**config.mk**
```make
export PLATFORM = sky130hd
export DESIGN_NAME = ctl_write_seq
export DESIGN_NICKNAME = d
export VERILOG_FILES = /design/src/rtl/ctl_write_seq.sv
export SDC_FILE = /design/constraint.sdc
export NUM_CORES = 1
export LEC_CHECK = 0
export BUFFER_PORTS_ARGS = -buffer_cell sky130_fd_sc_hd__buf_2
export CAP_MARGIN = 20
export CORE_MARGIN = 1
export CORE_UTILIZATION = 35
export CTS_CLUSTER_DIAMETER = 150
export DETAILED_ROUTE_END_ITERATION = 6
export GPL_TIMING_DRIVEN = 0
export PLACE_DENSITY = 0.64
export SETUP_SLACK_MARGIN = 0.2
export SYNTH_ARGS = -nofsm -noshare
export SYNTH_HDL_FRONTEND = slang
export SYNTH_SLANG_ARGS = --single-unit
export TNS_END_PERCENT = 50
```
**constraint.sdc**
```tcl
create_clock -name clk -period 1.57 [get_ports clk]
set_input_delay 0.2355 -clock clk [delete_from_list [all_inputs] [get_ports clk]]
set_output_delay 0.2355 -clock clk [all_outputs]
set_load 0.02 [all_outputs]
```
**src/rtl/ctl_write_seq.sv**
```systemverilog
module ctl_write_seq #(
  parameter int DW = 8,
  parameter int SYNC_STAGES = 2
) (
  input  logic          clk,
  input  logic          rst,
  input  logic          cs_n,
  input  logic          wr_n,
  input  logic          rd_n,
  input  logic          cd_sel,
  input  logic [DW-1:0] wdata,
  output logic [DW-1:0] mode_q,
  output logic [DW-1:0] cmd_q,
  output logic [DW-1:0] sync1_q,
  output logic [DW-1:0] sync2_q,
  output logic          tx_wr_stb,
  output logic [DW-1:0] tx_data,
  output logic          rx_rd_stb,
  output logic          mode_done
);
  localparam int IRST_BIT = 6;
  localparam int CNT_LO   = 6;
  localparam int S        = SYNC_STAGES;

  typedef enum logic [1:0] {ST_MODE, ST_SYNC1, ST_SYNC2, ST_CMD} st_t;
  st_t st;

  logic [S:0] wr_sh, rd_sh;
  logic          cap_cs, cap_cd, rcap_cs, rcap_cd;
  logic [DW-1:0] cap_d;

  always_ff @(posedge clk) begin
    if (rst) begin
      wr_sh <= '1;
      rd_sh <= '1;
    end else begin
      wr_sh <= {wr_sh[S-1:0], wr_n};
      rd_sh <= {rd_sh[S-1:0], rd_n};
    end
  end

  always_ff @(posedge clk) begin
    if (rst) begin
      cap_cs  <= 1'b1;
      cap_cd  <= 1'b0;
      cap_d   <= '0;
      rcap_cs <= 1'b1;
      rcap_cd <= 1'b0;
    end else begin
      if (!wr_n) begin
        cap_cs <= cs_n;
        cap_cd <= cd_sel;
        cap_d  <= wdata;
      end
      if (!rd_n) begin
        rcap_cs <= cs_n;
        rcap_cd <= cd_sel;
      end
    end
  end

  wire wr_rise = wr_sh[S-1] & ~wr_sh[S];
  wire rd_rise = rd_sh[S-1] & ~rd_sh[S];
  wire wr_go   = wr_rise & ~cap_cs;
  wire ctl_go  = wr_go & cap_cd;
  wire dat_go  = wr_go & ~cap_cd;
  wire [1:0] sync_cnt = mode_q[CNT_LO+1:CNT_LO];

  assign mode_done = (st != ST_MODE);

  always_ff @(posedge clk) begin
    if (rst) begin
      st        <= ST_MODE;
      mode_q    <= '0;
      cmd_q     <= '0;
      sync1_q   <= '0;
      sync2_q   <= '0;
      tx_wr_stb <= 1'b0;
      tx_data   <= '0;
      rx_rd_stb <= 1'b0;
    end else begin
      tx_wr_stb <= dat_go && mode_done;
      rx_rd_stb <= rd_rise && !rcap_cs && !rcap_cd;
      if (dat_go && mode_done) tx_data <= cap_d;
      if (ctl_go) begin
        case (st)
          ST_MODE: begin
            mode_q <= cap_d;
            st <= (cap_d[1:0] == 2'b00 && cap_d[CNT_LO+1:CNT_LO] != 2'b00) ? ST_SYNC1 : ST_CMD;
          end
          ST_SYNC1: begin
            sync1_q <= cap_d;
            st <= (sync_cnt[1]) ? ST_SYNC2 : ST_CMD;
          end
          ST_SYNC2: begin
            sync2_q <= cap_d;
            st <= ST_CMD;
          end
          default: begin
            if (cap_d[IRST_BIT]) begin
              cmd_q <= '0;
              st <= ST_MODE;
            end else begin
              cmd_q <= cap_d;
            end
          end
        endcase
      end
    end
  end

  p_mode_hold_r3: assert property (@(posedge clk) disable iff (rst)
    (st == ST_CMD && $past(st) == ST_CMD) |-> $stable(mode_q));

  p_irst_r5: assert property (@(posedge clk) disable iff (rst)
    (ctl_go && st == ST_CMD && cap_d[IRST_BIT]) |=> (st == ST_MODE && cmd_q == '0));

  p_tx_armed_r6: assert property (@(posedge clk) disable iff (rst)
    tx_wr_stb |-> $past(st != ST_MODE));

  p_deselect_r7: assert property (@(posedge clk) disable iff (rst)
    (wr_rise && cap_cs) |=> ($stable({mode_q, cmd_q, sync1_q, sync2_q}) && $stable(st) && !tx_wr_stb));

  p_single_tx_r9: assert property (@(posedge clk) disable iff (rst)
    tx_wr_stb |=> !tx_wr_stb);

  p_single_rx_r8: assert property (@(posedge clk) disable iff (rst)
    rx_rd_stb |=> !rx_rd_stb);
endmodule

```
==> summary.txt, run 1 <==
Worst setup path
  – Crit-path leading delay family: flip-flops
  – Crit path cell chain: inv_2, ha_4, buf_8, inv_4, buf_6
  – Worst Path Required: 1.33 ns
  – CP max stage cell: dfxtp_2
  – Slowest stage delay, CP: 0.36 ns
  – FF-to-FF Start: cap_cs
  – Crit path capture type: output port
  – RR Endpoint: st[0]
  – Worst-path maximum fanout: 3
  – Worst R2R Setup Slack: 0.16 ns
  – CP Launch Type: flip-flop
  – CP Data Arrival Time: 1.20 ns
  – CP bufs+invs: 4
  – Register-to-Register Path Depth: 4
  – Kind of critical path: reg -> out

Worst hold path
  – Hold path startpoint: wdata[7]
  – WHS Path Cells: 3
  – Hold EP: cap_d[7]
  – Type of the most critical hold path: in -> reg

Yosys
  – Syn Area/Cell: 9.13 um2
  – Yosys warns: 0
  – Distinct cells, synth: 25
  – Synthesized Nets: 266
  – Mapped Cells: 248
  – Post-synth top area cell: dfxtp_1
  – Post-synth top area share: 53.9%
  – #FFs+latches synth: 61
  – Cell Area, Synth: 2260 um2
  – Seq/Total Area, Yosys: 53.9%
  – Synth area leaders: dfxtp_1, mux2i_1, a21oi_1, nand2_1, nand3_1

Clocking
  – Max H-tree Level: 3
  – Cts hold-fix bufs: 0
  – Clock slew at reported path FFs: 0.07 ns
  – Clk Latency, worst-skew pair: 0.34 ns
  – Clk sink count: 61
  – Clock Root Buffer: clkbuf_8
  – CTS tree: yes
  – CTS Buffer Depth: 2
  – Num CTS Buffers: 9

STA
  – Minimum clock period: 1.43 ns
  – RSZ-0062 raised after global routing: yes
  – Final max-slew violation count: 0
  – Hold WS: 0.123 ns
  – Max Clock Skew: 0.0114 ns
  – Final worst slack: 0.139 ns
  – Peak Freq: 699 MHz
  – Fin. Hold Viols: 0
  – Final worst path period share: 91.2%
  – Count of final setup violators: 0

Global route
  – First-pass GRT wire length: 8750 um
  – Tot GR Track Use: 18.0%
  – Initial antenna violation count: 0
  – GR Overflow Total: 0
  – Largest net degree at the start of global routing: 11
  – Vias in the first global route: 1,806

Cells and area
  – Inserted Diodes: 0
  – Most common cell after layout, fill and taps aside: dfxtp_1
  – Layout cells sized above 1: 34.4%
  – Register area: 1230 um2
  – Multi-input gate area: 1020 um2
  – Fillers: 623
  – Most frequent cells in the layout: dfxtp_1, buf_2, nand2_1
  – Synthesis-to-layout area growth: 33.9%
  – Nets: 339

Die
  – Die height: 82.4 um
  – IO Pins: 57
  – Row count: 28
  – Effective utilization at floorplan: 37.2%
  – Die footprint: 6800 um2
  – Core region area: 6100 um2
  – Die W: 82.4 um

Power
  – Cell Pwr Density: 999 nW/um2
  – Flop pwr share: 53.2%
  – Clk pwr share: 43.0%
  – Switching power total: 704 uW
  – Logic pwr share: 3.8%
  – Maximum vdd drop: 487 uV
  – P_leak: 1.25 nW
  – Internal power: 2.33 mW
  – Total Power: 3.03 mW
  – Switching Fraction: 23.2%

Placement
  – Worst slack, placed: -0.0197 ns
  – Final RePlAce weighted congestion: 0.886
  – Port Buf Inserts: 54
  – DP HPWL: 3660 um

Routing
  – Via Count: 1,963
  – Final WL: 5570 um
  – Via density: 4.90
  – Residual DRC: 0
  – Post-route ant nets: 0
  – Drt pass-1 iters: 4
  – Initial drt markers: 101
  – DR WL/cell: 13.9 um

Status
  – Status: finished clean

Flow run
  – MaxCap Viol Count: 0
-- layer usage --
metal | routed length (um) | track usage (%)
met5 | 0 | 0
met4 | 88 | 9.65
met3 | 310 | 4.62
met2 | 2490 | 26.3
met1 | 2680 | 24.2
-- sequential cells by signal, indices dropped and copies added, names as in the netlist --
signal and count:
tx_data 8, sync2_q 8, cmd_q 7, mode_q 8
wr_sh 3, cap_cd 1, cap_d 8, rd_sh 3
rx_rd_stb 1, sync1_q 8, st 2, tx_wr_stb 1
rcap_cs 1, rcap_cd 1, cap_cs 1
-- cell families (layout without fill, tap and decap cells) --
family | after synthesis | count (layout) | share of synthesized area (%)
AO/OA/AOI/OAI | 39 | 39 | 9.72
adder cells (fa/ha/maj) | 4 | 4 | 2.21
buffers and inverters | 22 | 100 | 4.25
flip-flops | 61 | 61 | 53.9
multiplexers | 18 | 18 | 7.96
other | 1 | 1 | 0.166
AND/OR/NAND/NOR | 103 | 103 | 21.8
-- per-stage QoR --
| step | instances | utilization [%] | area [um2] | TNS [ns] |
|---|---|---|---|---|
| global route | 401 | 49.8 | 3030 | 0 |
| floorplan | 248 | - | 2270 | 0 |
| detailed placement | 377 | 43.2 | 2640 | -0.101 |
| CTS | 398 | 47.7 | 2910 | 0 |
| global placement | 377 | 43.2 | 2640 | 0 |
| finish | 401 | 49.8 | 3030 | 0 |
-- cell usage after synthesis (all sizes together) --
cell / instances
a211oi: 1
o41ai: 2
nand3: 24
and4bb: 1
or3: 1
nand2: 36
nor2: 19
buf: 7
nand3b: 8
conb: 1
and2: 1
a211o: 2
nor4: 2
ha: 4
nand2b: 2
o21ai: 1
dfxtp: 61
inv: 4
clkbuf: 11
a21oi: 33
mux2i: 18
nor2b: 3
or2: 6
-- what timing repair did --
| action | in CTS | in global routing |
|---|---|---|
| setup buffers | 4 | 2 |
| setup endpoints to repair | 34 | 42 |
| pin swaps | 2 | 6 |
| gates resized for setup | 17 | 28 |
| gates cloned | 1 | 1 |
-- area by class of cell --
cell class	count	area share, %
clock inverter	3	0.619
buffer	18	4.41
inverter	4	0.578
tap	75	3.09
clock buffer	13	5.57
multi-input combinational	165	33.6
sequential	61	40.4
timing repair buffer	62	11.7
-- worst max path at each step --
stage / startpoint / to / slack [ns] / cells after the start
detailed placement: st[0] / tx_data[7] / -0.02 / 6
global route: st[0] / mode_done / 0.09 / 5
floorplan: st[0] / tx_data[4] / 0.23 / 6
CTS: st[1] / mode_done / 0.12 / 5
global placement: st[0] / st[1] / 0.08 / 5
finish: st[0] / mode_done / 0.14 / 5
-- worst min-delay path, stage by stage --
cell,delay [ns]
buf_2,0.07
mux2i_1,0.05
nor2_1,0.07
-- power by group through the flow --
stage | logic [mW] | clock network [mW] | registers (mW)
after detailed placement | 0.110 | 0 | 1.64
after global placement | 0.109 | 0 | 1.64
after global routing | 0.129 | 1.40 | 1.61
after floorplan | 0.0748 | 0 | 1.63
final | 0.115 | 1.30 | 1.61
after CTS | 0.113 | 1.32 | 1.61
No activity file was read; power rests on OpenSTA's default activity.
==> run 2, diff against run 1 <==
--- a/config.mk
+++ b/config.mk
@@ -11,9 +11,7 @@
 export CORE_UTILIZATION = 35
 export CTS_CLUSTER_DIAMETER = 150
 export DETAILED_ROUTE_END_ITERATION = 6
-export GPL_TIMING_DRIVEN = 0
-export PLACE_DENSITY = 0.64
-export SETUP_SLACK_MARGIN = 0.2
+export SETUP_SLACK_MARGIN = 0.02
 export SYNTH_ARGS = -nofsm -noshare
 export SYNTH_HDL_FRONTEND = slang
 export SYNTH_SLANG_ARGS = --single-unit
==> summary.txt, run 2 (synthesis results as in run 1) <==
Routing
  – Post-route ant nets: 0
  – Drt pass-1 iters: 4
  – Initial drt markers: 82
  – DR WL/cell: 13.3 um
  – Via density: 4.78
  – Via Count: 1,874
  – Residual DRC: 0
  – Final WL: 5200 um

Cells and area
  – Nets: 330
  – Inserted Diodes: 0
  – Layout cells sized above 1: 31.9%
  – Fin cells: 392
  – Most common cell after layout, fill and taps aside: dfxtp_1
  – Most frequent cells in the layout: dfxtp_1, buf_2, nand2_1
  – Register area: 1220 um2
  – Synthesis-to-layout area growth: 28.4%
  – Multi-input gate area: 970 um2
  – Fillers: 617

Worst setup path
  – Worst-path maximum fanout: 3
  – Crit path capture type: flip-flop
  – Slowest stage delay, CP: 0.40 ns
  – CP max stage cell: o41ai_2
  – Kind of critical path: reg -> reg
  – CP dominant cell by count: buf_4
  – Crit path cell chain: buf_4, ha_1, o41ai_2, buf_4, nand2_1, a21oi_1
  – CP Data Arrival Time: 1.77 ns
  – Worst Path Required: 1.83 ns
  – CP Launch Type: flip-flop

Placement
  – Port Buf Inserts: 55
  – Worst slack, placed: 0.0384 ns
  – DP HPWL: 3530 um
  – Final RePlAce weighted congestion: 0.773
  – Number of cells after detailed placement: 374

Clocking
  – Max H-tree Level: 3
  – Num CTS Buffers: 9
  – Clock Root Buffer: clkbuf_8
  – Clock slew at reported path FFs: 0.07 ns
  – Cts hold-fix bufs: 0
  – CTS Buffer Depth: 2
  – Clk Latency, worst-skew pair: 0.34 ns
  – CTS tree: yes
  – Clk sink count: 61

Die
  – Row count: 28
  – Effective utilization at floorplan: 37.2%
  – Die footprint: 6800 um2
  – Core region area: 6100 um2
  – Die W: 82.4 um
  – IO Pins: 57
  – Die height: 82.4 um

STA
  – Final worst path period share: 95.7%
  – Count of final setup violators: 0
  – Peak Freq: 665 MHz
  – RSZ-0062 raised after global routing: yes
  – Setup_tns: 0 ns
  – Fin. Hold Viols: 0
  – Max Clock Skew: 0.00770 ns
  – Minimum clock period: 1.50 ns
  – Final worst slack: 0.0668 ns
  – Final max-slew violation count: 0

Global route
  – Initial antenna violation count: 0
  – First-pass GRT wire length: 8070 um
  – Vias in the first global route: 1,706
  – GR Overflow Total: 0
  – Largest net degree at the start of global routing: 30
  – Tot GR Track Use: 16.5%

Worst hold path
  – Type of the most critical hold path: in -> reg

Power
  – P_leak: 1.22 nW
  – Cell Pwr Density: 1070 nW/um2
  – Maximum vdd drop: 643 uV

Status
  – Status: finished clean

Flow run
  – MaxCap Viol Count: 0
==> run 2: cell types whose count changed in the layout (fill, tap and decap cells not counted), sizes merged <==
cell      change
bufinv        +1
clkbuf       -12
clkinv        -1
clkinvlp      +3
==> run 2: layer usage <==
metal  GRT usage, %  vias up  wire (um)
met2           25.4       45       2330
met5              0        -          0
met4           8.42        0         46
met3           4.84        6        323
li1               -      967          -
met1           21.0      856       2500
==> run 2: area by class of cell <==
| cell class | count | share of cell area, % |
|---|---|---|
| clock inverter | 6 | 2.15 |
| multi-input combinational | 165 | 33.3 |
| sequential | 61 | 42.1 |
| inverter | 4 | 0.516 |
| tap | 75 | 3.23 |
| timing repair buffer | 71 | 13.9 |
| clock buffer | 10 | 4.73 |
==> run 2: power by group <==
group	leakage (nW)	switching, mW	internal, mW
logic	0.633	0.0670	0.0546
registers	0.496	0.0279	1.57
clock network	0.0943	0.613	0.769
total	1.22	0.708	2.40
==> run 2: what timing repair did <==
item,in CTS,in global routing
pin swaps,0,1
setup endpoints to repair,2,7
setup buffers,2,1
resized for setup,5,5
==> run 2: metrics by stage <==
stage / util (%) / cell area (um2) / hold WS [ns] / power, mW
finish: 47.7 / 2910 / 0.128 / 3.10
global route: 47.7 / 2910 / 0.132 / 3.22
CTS: 47.3 / 2880 / 0.115 / 3.14
detailed placement: 43.7 / 2660 / 0.388 / 1.76
global placement: 43.7 / 2660 / 0.389 / 1.76
floorplan: - / 2260 / 0.342 / 1.70
==> run 2: path summary, 6_finish.rpt <==
check / startpoint / end / slack (ns) / depth (start not counted)
worst min-delay path: wdata[7] / cap_d[7] / 0.13 / 3
worst max-delay path: st[0] / st[0] / 0.07 / 6
worst max register to register: st[0] / st[0] / 0.07 / 6
worst min register to register: rd_sh[2] / rx_rd_stb / 0.40 / 1
==> run 2: worst max-delay path: cells and delay by family (launching register included) <==
| kind | cells | cell delay (ns) |
|---|---|---|
| AOI/OAI and AO/OA | 2 | 0.52 |
| DFF | 1 | 0.32 |
| buffers and inverters | 2 | 0.32 |
| adders and majority gates | 1 | 0.21 |
| and+or+nand+nor | 1 | 0.05 |
